`src/rtl/jtag_image_player.sv`:
```
module jtag_image_player #(
  parameter int ADDR_W = 16,
  parameter int DIV    = 4,
  parameter int RD_LAT = 1
) (
  input  logic              clk,
  input  logic              rst_n,
  output logic [ADDR_W-1:0] mem_addr,
  input  logic [7:0]        mem_data,
  output logic              mem_ce_n,
  output logic              jtag_tck,
  output logic              jtag_tms,
  output logic              jtag_sdo,
  output logic              tgt_rst_n,
  output logic              led_on,
  output logic              done
);
  localparam int DW = (DIV > 1) ? $clog2(DIV) : 1;
  localparam int WW = $clog2(RD_LAT + 1);

  typedef enum logic [1:0] {S_HDR, S_FETCH, S_SHIFT, S_DONE} st_t;
  st_t st;

  logic [ADDR_W-1:0] ptr;
  logic [WW-1:0]     wcnt;
  logic [DW-1:0]     dcnt;
  logic [31:0]       end_r;
  logic [7:0]        sh;
  logic [1:0]        pi;
  logic [31:0]       hdr_end;
  logic [31:0]       nxt_addr;

  assign mem_addr = ptr;
  assign hdr_end  = {mem_data, end_r[23:0]};
  assign nxt_addr = 32'(ptr) + 32'd1;
  assign jtag_tms = sh[{pi, 1'b1}];
  assign jtag_sdo = sh[{pi, 1'b0}];

  always_ff @(posedge clk or negedge rst_n) begin
    if (!rst_n) begin
      st        <= S_HDR;
      ptr       <= '0;
      wcnt      <= WW'(RD_LAT);
      dcnt      <= '0;
      end_r     <= '0;
      sh        <= '0;
      pi        <= '0;
      jtag_tck  <= 1'b0;
      tgt_rst_n <= 1'b0;
      mem_ce_n  <= 1'b0;
      led_on    <= 1'b1;
      done      <= 1'b0;
    end else begin
      case (st)
        S_HDR: begin
          if (wcnt != '0) wcnt <= wcnt - 1'b1;
          else begin
            end_r[{ptr[1:0], 3'b000} +: 8] <= mem_data;
            if (ptr[1:0] == 2'd3 && hdr_end <= 32'd4) st <= S_DONE;
            else begin
              ptr  <= ptr + 1'b1;
              wcnt <= WW'(RD_LAT);
              if (ptr[1:0] == 2'd3) st <= S_FETCH;
            end
          end
        end
        S_FETCH: begin
          if (wcnt != '0) wcnt <= wcnt - 1'b1;
          else begin
            sh   <= mem_data;
            pi   <= 2'd0;
            dcnt <= '0;
            st   <= S_SHIFT;
          end
        end
        S_SHIFT: begin
          if (dcnt != DW'(DIV - 1)) dcnt <= dcnt + 1'b1;
          else begin
            dcnt <= '0;
            if (!jtag_tck) jtag_tck <= 1'b1;
            else begin
              jtag_tck <= 1'b0;
              if (pi != 2'd3) pi <= pi + 1'b1;
              else if (nxt_addr >= end_r) st <= S_DONE;
              else begin
                ptr  <= ptr + 1'b1;
                wcnt <= WW'(RD_LAT);
                st   <= S_FETCH;
              end
            end
          end
        end
        default: begin
          tgt_rst_n <= 1'b1;
          mem_ce_n  <= 1'b1;
          led_on    <= 1'b0;
          done      <= 1'b1;
        end
      endcase
    end
  end


  pair_hold_chk: assert property (@(posedge clk) disable iff (!rst_n)
    !$stable({jtag_tms, jtag_sdo}) |-> !jtag_tck);

  tck_rise_in_shift_chk: assert property (@(posedge clk) disable iff (!rst_n)
    $rose(jtag_tck) |-> $past(st) == S_SHIFT);

  done_sticky_chk: assert property (@(posedge clk) disable iff (!rst_n)
    done |=> done && !jtag_tck);

  done_outputs_chk: assert property (@(posedge clk) disable iff (!rst_n)
    done |-> tgt_rst_n && mem_ce_n && !led_on);

  busy_outputs_chk: assert property (@(posedge clk) disable iff (!rst_n)
    st != S_DONE |-> !tgt_rst_n && !mem_ce_n && led_on && !done);

  short_hdr_chk: assert property (@(posedge clk) disable iff (!rst_n)
    (st == S_HDR && wcnt == '0 && ptr[1:0] == 2'd3 && hdr_end <= 32'd4) |=> st == S_DONE && !jtag_tck);
endmodule

```
`config.mk`:
```
export PLATFORM = sky130hd
export DESIGN_NAME = jtag_image_player
export DESIGN_NICKNAME = d
export VERILOG_FILES = /design/src/rtl/jtag_image_player.sv
export SDC_FILE = /design/constraint.sdc
export NUM_CORES = 1
export LEC_CHECK = 0
export ABC_AREA = 1
export ABC_CLOCK_PERIOD_IN_PS = 6950
export BUFFER_PORTS_ARGS = -buffer_cell sky130_fd_sc_hd__buf_2
export CAP_MARGIN = 20
export CORE_MARGIN = 10
export CORE_UTILIZATION = 45
export CTS_CLUSTER_DIAMETER = 150
export DETAILED_ROUTE_END_ITERATION = 10
export GPL_ROUTABILITY_DRIVEN = 0
export GPL_TIMING_DRIVEN = 0
export PLACE_DENSITY = 0.74
export REMOVE_ABC_BUFFERS = 1
export SLEW_MARGIN = 15
export SYNTH_ARGS = -nofsm -noshare
export SYNTH_HDL_FRONTEND = slang
export SYNTH_SLANG_ARGS = --single-unit
```
`constraint.sdc`:
```
create_clock -name clk -period 6.95 [get_ports clk]
set_input_delay 0.695 -clock clk [delete_from_list [all_inputs] [get_ports clk]]
set_output_delay 0.695 -clock clk [all_outputs]
set_load 0.005 [all_outputs]
```
# Word level (Yosys, flattened, before mapping)
# Index checks and enable logic that the tools add are counted.
[totals]
register_bits = 66
latch_bits = 0
ramBits = 0
mem_bits_ro = 0
inputBits = 10
wordCells = 89
mem_count = 0
[classes]
addsub = 6
n_mul = 0
div_mod_pow = 0
n_lt_le_gt_ge = 4
eq_ne = 14
shift = 2
mux = 37
n_bitwise = 2
n_reduce_logical = 14
[op_table]
columns = ["op", "count"]
rows = [
  ["two-way mux 16 bit", 6],
  ["bitwise mux 32 bit", 1],
  ["greater-or-equal comparator 17 x 32 -> 1 bit", 1],
  ["less-or-equal comparator 32 x 3 -> 1 bit (second input constant)", 1],
  ["one-hot mux 16 bit (2 select lines)", 1],
  ["variable shift 8 x 7 -> 32 bit (first input constant)", 1],
  ["variable part select 8 x 7 -> 32 bit", 1],
  ["two-way mux 2 bit", 13],
  ["inequality test 2 bit (second input constant)", 10],
  ["adder 16 x 1 -> 17 bit (second input constant)", 1],
  ["adder 16 x 1 -> 16 bit (second input constant)", 1],
  ["AND reduction 7 bit", 2],
  ["two-way mux 1 bit", 10],
  ["AND reduction 5 bit", 2],
  ["< comparator 3 x 4 -> 1 bit (second input constant)", 2],
  ["one-hot mux 2 bit (2 select lines)", 2],
  ["AND reduction 2 bit", 4],
  ["negation 5 -> 7 bit", 1],
  ["one-hot mux 2 bit (3 select lines)", 1],
  ["adder 2 x 1 -> 2 bit (second input constant)", 2],
  ["binary-select mux 1 bit (select 2 bit)", 2],
  ["== test 2 bit (second input constant)", 2],
  ["nonzero test 2 bit", 2],
  ["inequality test 3 bit (second input constant)", 1],
  ["other kinds (8)", 9],
]

# Depth between registers and ports, before layout
# Gate-level depths: netlist (run 1).
[depth]
ltp_word = 7
ltp_mapped = 23
ltp_nobuf = 22

# Least setup slack after synthesis (run 1)
# No wires, ideal clock.
[synth_path]
path_type = "flip-flop to flip-flop"
from = "register ptr[0], in the netlist mem_addr[0]"
to = "register ptr[2], in the netlist mem_addr[2]"
setup_ps = 115
arrival_time_ps = 2543
t_required_ps = 6835
path_slack_ps = 4292
stages_incl_launch_ff = 17
n_path_buf = 4
cell_sequence = "dfrtp_1 -> buf_2 -> clkinv_1 -> buf_4 -> ha_1 -> ha_1 -> nand2_1 -> nor2_1 -> nand2_1 -> o21bai_1 -> nor2_1 -> nand3_2 -> nand2_2 -> buf_6 -> buf_12 -> nand3_2 -> nand2_2"
[synth_lines]
columns = ["item", "line", "text"]
rows = [
  ["from (decl)", "24", "logic [ADDR_W-1:0] ptr;"],
  ["from (signal assigned)", "61", "ptr <= ptr + 1'b1;"],
  ["from (signal assigned)", "86", "ptr <= ptr + 1'b1;"],
  ["adder 16 x 1 -> 17 bit", "35", "assign nxt_addr = 32'(ptr) + 32'd1;"],
  ["named net nxt_addr[0]", "31", "logic [31:0] nxt_addr;"],
  ["greater-or-equal comparator 17 x 32 -> 1 bit", "84", "else if (nxt_addr >= end_r) st <= S_DONE;"],
  ["inequality test 2 bit (no source line)", "--", ""],
  ["AND reduction 7 bit (no source line)", "--", ""],
]
# The timed path passes the listed nets, and every way through them passes these cells. The select of a mux whose other input is x is not followed.
# A chain may end at the register's enable or synchronous reset.

# Final worst setup path (run 1)
[layout_path]
from = "register ptr[0], in the netlist mem_addr[0]"
to = "register ptr[6], in the netlist mem_addr[6]"
# Same word-level chain as after synthesis.

==> flow_metrics.py, run 1 <==
metrics = {
    "yosys": {
        "async_reset_ff_share_pct": 100,
        "synth_top_cell_area_share_pct": 37.8,
        "syn_area_um2": 4230,
        "netlist_instances": 526,
        "synth_compound_area_share_pct": 8.13,
        "yosysTopAreaCell": "dfrtp_1",
        "synth_ff_type": "dfrtp_1",
        "muxShareOfSynthArea_pct": 0.798,
        "avgSynthCellArea_um2": 8.05,
        "synthXorXnorAreaFrac_pct": 3.07,
        "synth_common_cells": "nand2_1, inv_1, dfrtp_1",
        "yosysSeqAreaShare_pct": 39.1,
        "synth_top_family_by_area": "simple AND/OR/NAND/NOR gates",
        "synth_edf_count": 0,
        "yosysMostFrequentCell": "nand2_1",
        "synth-simple-area-share_pct": 30.9,
        "ys_warn_count": 0,
        "synth_seq_cells": 66,
        "ys_top_cells_by_area": "dfrtp_1, nand2_1, ha_1",
        "synth_fa_ha_area_share_pct": 8.87,
        "ys_types": 43,
    },
    "sta": {
        "fin_setup_tns_ns": 0,
        "rsz0062_at_grt": "false",
        "clock_skew_ns": 0.0123,
        "fin_crit_ns": 3.72,
        "hold_violations": 0,
        "slew_headroom_pct": 36.5,
        "slew_violations": 0,
        "period_share_pct": 53.6,
        "finalSetupViolCount": 0,
        "max_freq_mhz": 269,
        "worst_slew_pin_slew_ns": 0.949,
    },
    "critical_path": {
        "critPathArrivalTime_ns": 3.97,
        "cp-end-kind": "flip-flop",
        "start_kind": "flip-flop",
        "crit_required_ns": 7.20,
        "critPathMaxFanout": 20,
        "path_class": "flip-flop to flip-flop",
    },
    "die": {
        "start_util_pct": 46.0,
        "die_h_um": 117,
        "ios": 33,
        "dieWidth_um": 117,
        "rows": 35,
        "die_area_um2": 13700,
        "core_area_um2": 9200,
    },
    "min_path": {
        "hold_class": "input pin to async pin",
    },
    "detailed_routing": {
        "drc": 0,
        "dr.pass1.iters": 5,
        "via_per_inst": 5.36,
        "antenna_left": 0,
        "wirelength_um": 9980,
        "wire_per_inst_um": 14.9,
        "first_iter_violations": 332,
        "vias": 3599,
    },
    "pwr": {
        "power.leakage_nw": 2.32,
        "p_per_area_nw_per_um2": 154,
        "pwr-share-seq_pct": 54.7,
        "clkPwrFrac_pct": 42.0,
        "power.switching_mw": 0.168,
        "p_int_mw": 0.540,
        "p_sw_share_pct": 23.7,
        "ir_drop_mv": 0.0640,
        "pwr-share-comb_pct": 3.3,
    },
    "clock_tree": {
        "cts_buffers": 9,
        "cts_max_path_buffers": 2,
        "cts-root-buf": "clkbuf_8",
        "postCtsSetupBuffers": 0,
        "cts_resized": 0,
        "cts_tree": "yes",
        "clk_pin_slew_ns": 0.08,
        "htreeDepth": 3,
        "ctsHoldBuffers": 0,
        "clk_latency_ns": 0.36,
        "cts_sinks": 66,
    },
    "grt": {
        "grt_use_met2_pct": 26.2,
        "track_usage_pct": 15.7,
        "antenna_found_initial": 0,
        "grt_pass1_wl_um": 17000,
        "grt_max_degree": 35,
        "grt_pass1_vias": 3649,
        "grt-ovfl-total": 0,
        "busiest_layer": "met2",
        "grt_util_met3_pct": 2.70,
        "met1_usage_pct": 18.6,
    },
    "placement": {
        "place_inst": 656,
        "hpwlAfterDp_um": 7520,
        "port_buffers": 32,
    },
    "finish": {
        "drive_gt1_share_pct": 18.7,
        "finalNonFillerCells": 672,
        "fin_nets": 596,
        "area_growth_pct": 8.95,
        "fin_util_pct": 50.2,
        "diodes": 0,
    },
    "job": {
        "maxCapViolCount": 0,
    },
    "run_status": {
        "status": "completed",
    },
}
[layer usage]
| metal | share of wire, % | wire, um |
|---|---|---|
| met5 | 0 | 0 |
| met4 | 3.2 | 316 |
| met3 | 4.1 | 406 |
| met2 | 48 | 4840 |
| met1 | 44 | 4420 |
[worst max-delay path: stages (launching register included)]
cell and delay, ns:
dfrtp_1 0.69, clkinv_1 0.67, ha_1 0.64, ha_1 0.28, nand2_1 0.07, nand2_1 0.05
nand2_1 0.05, nand2_1 0.05, nand2_1 0.05, nand2_1 0.07, nand2_1 0.08, nand3_2 0.07
nand2_2 0.38, nand2_4 0.27, nand2_1 0.12, nand2_1 0.05
[cell usage in the layout, fill, tap and decap left out, types with 2 or more instances in the layout]
master,netlist,final
ha_1,30,30
dfstp_2,2,2
o22ai_1,2,2
a21oi_1,6,6
clkinv_2,0,3
mux2_2,3,3
clkinv_1,2,2
nor2_1,41,41
inv_2,5,5
clkbuf_1,3,2
nor3_1,2,2
buf_2,4,31
nor2_4,2,2
nand2_2,15,15
dfrtp_1,64,64
o21ai_1,2,2
nor2_2,10,10
nand3_2,12,12
xor2_1,8,8
o21ai_0,46,46
nand3_1,41,41
xnor2_1,5,5
clkbuf_8,0,11
nand4_1,22,22
inv_1,66,66
nand2_1,110,110
[power by group through the flow]
stage	sequential [mW]	combinational [mW]	clock, mW
finish	0.388	0.0235	0.297
global route	0.388	0.0263	0.317
CTS	0.388	0.0239	0.299
detailed placement	0.395	0.0237	0
global placement	0.395	0.0215	0
floorplan	0.395	0.00596	0
[registers in the layout, summed over array words and instances, names as in the netlist]
| signal | count |
|---|---|
| pi | 2 |
| end_r | 32 |
| mem_addr | 16 |
| sh | 8 |
| wcnt | 1 |
| dcnt | 2 |
| done | 1 |
| led_on | 1 |
| jtag_tck | 1 |
| st | 2 |
[path summary, 6_finish.rpt]
kind,depth (start not counted),start,slack [ns],end
worst max-delay path,15,mem_addr[0],3.23,mem_addr[6]
max in group asynchronous,2,rst_n,6.13,mem_addr[4]
min in group clk,2,led_on,0.44,led_on
worst max register to register,15,mem_addr[0],3.23,mem_addr[6]
worst min-delay path,1,rst_n,0.29,sh[2]
worst min register to register,2,led_on,0.44,led_on
[final cells by class]
| class | instances | area (um^2) |
|---|---|---|
| fill | 892 | 4580 |
| multi-input combinational | 373 | 2190 |
| sequential | 66 | 1650 |
| inverter | 73 | 274 |
| timing repair buffer | 33 | 183 |
| clock buffer | 13 | 159 |
| tap | 111 | 139 |
| clock inverter | 3 | 15.0 |
[cells by family after synthesis]
group,count (synthesis)
simple gates,264
fa+ha+maj,30
mux,3
xor+xnor,14
flops,66
compound gates,62
buf+inv,87
[stage by stage]
stage	worst slack [ns]	power (mW)	cell area (um^2)	hold slack (ns)
6_report	3.23	0.708	4610	0.286
5_1_grt	2.89	0.731	4610	0.313
4_1_cts	3.22	0.711	4610	0.294
3_5_place_dp	3.25	0.419	4440	0.436
3_3_place_gp	3.32	0.416	4420	0.427
2_1_floorplan	3.96	0.401	4120	0.399
(Power assumes the default switching activity.)
==> run 2: changes to the inputs <==
Settings changed: ABC_CLOCK_PERIOD_IN_PS 6950 to 3020, PLACE_DENSITY 0.74 to 0.76.
Clock period 6.95 ns to 3.02 ns, I/O delays scaled along.
==> flow_metrics.py, run 2 (synthesis results as in run 1) <==
metrics = {
    "run_status": {
        "status": "completed",
    },
    "grt": {
        "grt_max_degree": 46,
        "track_usage_pct": 15.5,
        "grt_pass1_vias": 3614,
        "grt_pass1_wl_um": 17000,
        "antenna_found_initial": 0,
        "grt-ovfl-total": 0,
    },
    "detailed_routing": {
        "wirelength_um": 9960,
        "first_iter_violations": 310,
        "via_per_inst": 5.34,
        "vias": 3623,
        "drc": 0,
        "antenna_left": 0,
        "dr.pass1.iters": 5,
        "wire_per_inst_um": 14.7,
    },
    "finish": {
        "fillers": 830,
        "final_cell_mix": "nand2_1, inv_1, dfrtp_1",
        "multi_input_area_um2": 2260,
        "drive_gt1_share_pct": 20.8,
        "seq_area_um2": 1660,
        "fin_nets": 603,
        "fin_util_pct": 51.8,
        "final_common_cell": "nand2_1",
        "area_growth_pct": 12.5,
        "largest_reg_flops": 32,
        "top_register": "end_r",
        "diodes": 0,
        "finalNonFillerCells": 679,
    },
    "die": {
        "ios": 33,
        "die_h_um": 117,
        "start_util_pct": 46.0,
        "dieWidth_um": 117,
        "rows": 35,
        "core_area_um2": 9200,
        "die_area_um2": 13700,
    },
    "clock_tree": {
        "clk_latency_ns": 0.35,
        "cts_sinks": 66,
        "cts_buffers": 9,
        "clk_pin_slew_ns": 0.07,
        "cts_max_path_buffers": 2,
        "htreeDepth": 3,
        "cts-root-buf": "clkbuf_8",
        "cts_tree": "yes",
    },
    "critical_path": {
        "path_class": "flip-flop to flip-flop",
        "regToRegSetupSlack_ns": 0.20,
        "timing.rr.start": "mem_addr[0]",
        "crit_required_ns": 3.26,
        "crit_slowest_cell": "dfrtp_2",
        "cp-end-kind": "flip-flop",
        "critPathArrivalTime_ns": 3.06,
        "worstSetupEndpoint": "mem_addr[6]",
        "max_stage_delay_ns": 0.37,
        "cp-startpoint": "mem_addr[0]",
        "start_kind": "flip-flop",
        "crit_path_cell_trace": "ha_1 -> nand2_1 -> nor2_4 -> nand4_2 -> or2_1 -> nand2_1 -> inv_1 -> ha_1 -> nand2_1 -> nor2_1 -> nand2_1 -> o21bai_1 -> nor2_1 -> nand3_4 -> nand2_8 -> nand2_8 -> nand2_1 -> nand2_1",
        "crit_top_cell": "nand2_1",
        "worstReg2RegEnd": "mem_addr[6]",
        "critPathMaxFanout": 16,
        "reg2reg_depth": 18,
    },
    "sta": {
        "period_share_pct": 93.5,
        "clock_skew_ns": 0.00690,
        "fin_setup_tns_ns": 0,
        "hold_violations": 0,
        "slew_headroom_pct": 40.9,
        "slew_violations": 0,
        "worst_slack_ns": 0.198,
        "worst_slew_pin_slew_ns": 0.884,
        "max_freq_mhz": 354,
        "finalSetupViolCount": 0,
        "fin_crit_ns": 2.82,
    },
    "pwr": {
        "p_sw_share_pct": 23.0,
        "pwr-share-seq_pct": 51.7,
        "pwr-share-comb_pct": 3.2,
        "power.switching_mw": 0.397,
        "p_per_area_nw_per_um2": 363,
        "ir_drop_mv": 0.234,
        "power_mw": 1.73,
        "clkPwrFrac_pct": 45.1,
        "p_int_mw": 1.33,
        "power.leakage_nw": 2.39,
    },
    "placement": {
        "port_buffers": 32,
        "pre_cts_ws_ns": -0.672,
        "place_inst": 656,
        "hpwlAfterDp_um": 7320,
    },
    "min_path": {
        "hold_class": "input pin to flip-flop",
    },
    "job": {
        "maxCapViolCount": 0,
    },
}
[run 2: cell types whose count changed in the layout (fill, tap and decap cells not counted), sizes merged]
cell         before  now
bufinv            0    1
inv              71   72
buf              33   37
clkinvlp          0    2
clkinv            5    2
clkbuf           13   12
dlygate4sd3       0    1
nand2           126  128
[run 2: stage by stage]
stage                     hold slack [ns]  cell area, um^2
after floorplan                   0.00641             4120
final                               0.276             4760
after detailed placement            0.217             4440
after global routing                0.279             4760
after CTS                           0.272             4680
after global placement              0.427             4420
[run 2: area by class of cell]
cell class	count	area share, %
multi-input cells	375	47.5
well taps	111	2.92
clock inverters	4	1.05
repair buffers	38	4.68
inverters	73	5.81
clock buffers	12	3.26
flip-flops and latches	66	34.8
[run 2: routing by layer]
metal	global-route usage, %	share of wire, %	up-vias	wire length, um
met4	7.25	2.5	0	249
li1	-	-	1786	-
met3	2.65	5.2	23	516
met2	26.1	49	98	4850
met5	0	0	-	0
met1	18.9	44	1716	4340
[run 2: how the worst min path moves through the flow]
stage | startpoint | endpoint | slack (ns) | depth (start not counted)
after CTS | mem_data[2] | end_r[18] | 0.27 | 3
after global placement | led_on | led_on | 0.43 | 2
after floorplan | rst_n | dcnt[0] | 0.006 | 0
after detailed placement | rst_n | sh[5] | 0.22 | 1
final | mem_data[2] | end_r[18] | 0.28 | 3
after global routing | mem_data[2] | end_r[18] | 0.28 | 3
[run 2: timing repair]
item / CTS / global route
endpoints found under the hold margin: 20 / 0
gates resized for setup: 4 / 9
cloned: 1 / 1
pin swaps: 1 / 2
endpoints found under the setup margin: 27 / 17
buffers inserted: 1 / 3
hold buffers: 1 / 0
[run 2: critical path: cells and delay by family (launching register included)]
kind	cells	cell delay, ns
simple gates	14	1.73
fa+ha+maj	2	0.47
flops	1	0.37
compound gates	1	0.08
buf+inv	1	0.06
[run 2: power groups by stage]
stage | clock [mW] | sequential [mW] | combinational (mW)
final | 0.779 | 0.892 | 0.0557
after global routing | 0.832 | 0.892 | 0.0630
after CTS | 0.787 | 0.892 | 0.0567
after detailed placement | 0 | 0.909 | 0.0555
after global placement | 0 | 0.909 | 0.0497
after floorplan | 0 | 0.908 | 0.0137
==> run 3: changes to the inputs <==
Settings changed: ABC_CLOCK_PERIOD_IN_PS 3020 to 3600, PLACE_DENSITY 0.76 to 0.74, SETUP_SLACK_MARGIN set to 0.02.
Clock period 3.02 ns to 3.6 ns, I/O delays scaled along.
==> flow_metrics.py, run 3 (synthesis results as in run 1) <==
metrics = {
    "run_status": {
        "status": "completed",
    },
    "detailed_routing": {
        "antenna_left": 0,
        "drc": 0,
        "wirelength_um": 9990,
        "first_iter_violations": 316,
        "wire_per_inst_um": 14.8,
        "vias": 3599,
        "via_per_inst": 5.35,
        "dr.pass1.iters": 5,
    },
    "min_path": {
        "hold_class": "input pin to flip-flop",
        "hold_path.startpoint": "mem_data[0]",
    },
    "clock_tree": {
        "cts_max_path_buffers": 2,
        "cts_tree": "yes",
        "cts_sinks": 66,
        "cts-root-buf": "clkbuf_8",
        "htreeDepth": 3,
        "clk_latency_ns": 0.36,
        "cts_buffers": 9,
        "clk_pin_slew_ns": 0.08,
    },
    "finish": {
        "fin_nets": 597,
        "final_common_cell": "nand2_1",
        "diodes": 0,
        "final_cell_mix": "nand2_1, inv_1, dfrtp_1",
        "top_register": "end_r",
        "area_growth_pct": 9.37,
        "largest_reg_flops": 32,
        "fillers": 891,
        "drive_gt1_share_pct": 19.0,
    },
    "critical_path": {
        "critical_path.top_delay_family": "simple AND/OR/NAND/NOR gates",
        "cp-end-kind": "flip-flop",
        "path_class": "flip-flop to flip-flop",
        "max_stage_delay_ns": 0.56,
        "crit_top_cell": "nand2_1",
        "start_kind": "flip-flop",
        "worst-path-buf-inv": 0,
        "cp-startpoint": "mem_addr[0]",
        "crit_required_ns": 3.85,
        "critPathArrivalTime_ns": 3.56,
        "regToRegSetupSlack_ns": 0.29,
        "critPathMaxFanout": 20,
        "crit_slowest_cell": "dfrtp_2",
        "timing.rr.start": "mem_addr[0]",
        "crit_path_cell_trace": "ha_1 -> nand2_1 -> nor2_2 -> nand4_2 -> or2_1 -> nor3b_1 -> ha_1 -> o2111ai_1 -> nor2_2 -> nand2_4 -> nand2_4 -> nand2_1 -> nand2_1",
    },
    "sta": {
        "period_share_pct": 91.8,
        "max_freq_mhz": 302,
        "fin_setup_tns_ns": 0,
        "fin_crit_ns": 3.31,
        "finalSetupViolCount": 0,
        "hold-worst-slack_ns": 0.319,
        "slew_headroom_pct": 37.2,
        "slew_violations": 0,
        "worst_slew_pin_slew_ns": 0.938,
        "rsz0062_at_grt": "false",
        "hold_violations": 0,
        "clock_skew_ns": 0.0110,
    },
    "die": {
        "dieWidth_um": 117,
        "start_util_pct": 46.0,
        "core_area_um2": 9200,
        "die_h_um": 117,
        "ios": 33,
        "rows": 35,
        "die_area_um2": 13700,
    },
    "grt": {
        "grt_max_degree": 35,
        "grt-ovfl-total": 0,
        "grt_pass1_vias": 3646,
        "antenna_found_initial": 0,
        "track_usage_pct": 15.8,
        "grt_pass1_wl_um": 17000,
    },
    "placement": {
        "port_buffers": 32,
        "hpwlAfterDp_um": 7520,
    },
    "pwr": {
        "power.leakage_nw": 2.34,
        "ir_drop_mv": 0.124,
        "p_per_area_nw_per_um2": 296,
    },
    "job": {
        "maxCapViolCount": 0,
    },
}
-- run 3: cell count changes in the layout (fill, tap and decap cells not counted), moves of 2 or more --
cell	previous run	this run
buf_4	5	1
clkinvlp_4	2	0
nand2_8	2	0
clkinv_2	1	4
-- run 3: area by class of cell --
cell class	count	area (um^2)	area share [%]
repair buffers	34	193	4.16
flip-flops and latches	66	1660	35.7
multi-input cells	373	2190	47.4
clock inverters	3	15.0	0.324
inverters	73	275	5.94
well taps	111	139	3.00
clock buffers	13	159	3.43
-- run 3: path summary, 6_finish.rpt --
kind / endpoint / depth (start not counted)
hold reg to reg: led_on / 2
hold / removal: end_r[0] / 3
setup / recovery: mem_addr[6] / 13
max in group asynchronous: mem_addr[0] / 3
min in group asynchronous: sh[1] / 2
setup reg to reg: mem_addr[6] / 13
-- run 3: tightest hold or removal path, stage by stage --
cell,delay [ns]
buf_2,0.14
nand4_1,0.09
nand2_1,0.05
-- run 3: power breakdown --
group	internal, mW	switching (mW)	leakage (nW)
Clock	0.285	0.289	0.0932
Combinational	0.0130	0.0332	1.55
Sequential	0.746	0.00249	0.700
-- run 3: timing repair --
item / 4_1_cts / 5_1_grt
resized for setup: 2 / 1
hold endpoints to repair: 30 / 0
endpoints found under the setup margin: 16 / 16
setup buffers: 0 / 0
hold buffers: 1 / 0
-- run 3: metal layers --
layer	vias up	share of wire, %	GRT usage (%)	wire length [um]
met4	0	3.2	9.23	323
met5	-	0	0	0
met3	25	4.1	2.70	413
li1	1775	-	-	-
met1	1711	44	18.8	4350
met2	88	49	26.2	4900
-- run 3: through the flow --
step                power (mW)  std cells  cell area [um^2]  setup slack, ns  util (%)
detailed placement       0.808        656              4440          -0.0982      48.3
global route              1.41        673              4630           0.0868      50.4
global placement         0.804        655              4420          -0.0310      48.0
CTS                       1.37        673              4630           0.0869      50.3
floorplan                0.773        512              4120            0.609         -
finish                    1.37        673              4630            0.294      50.4
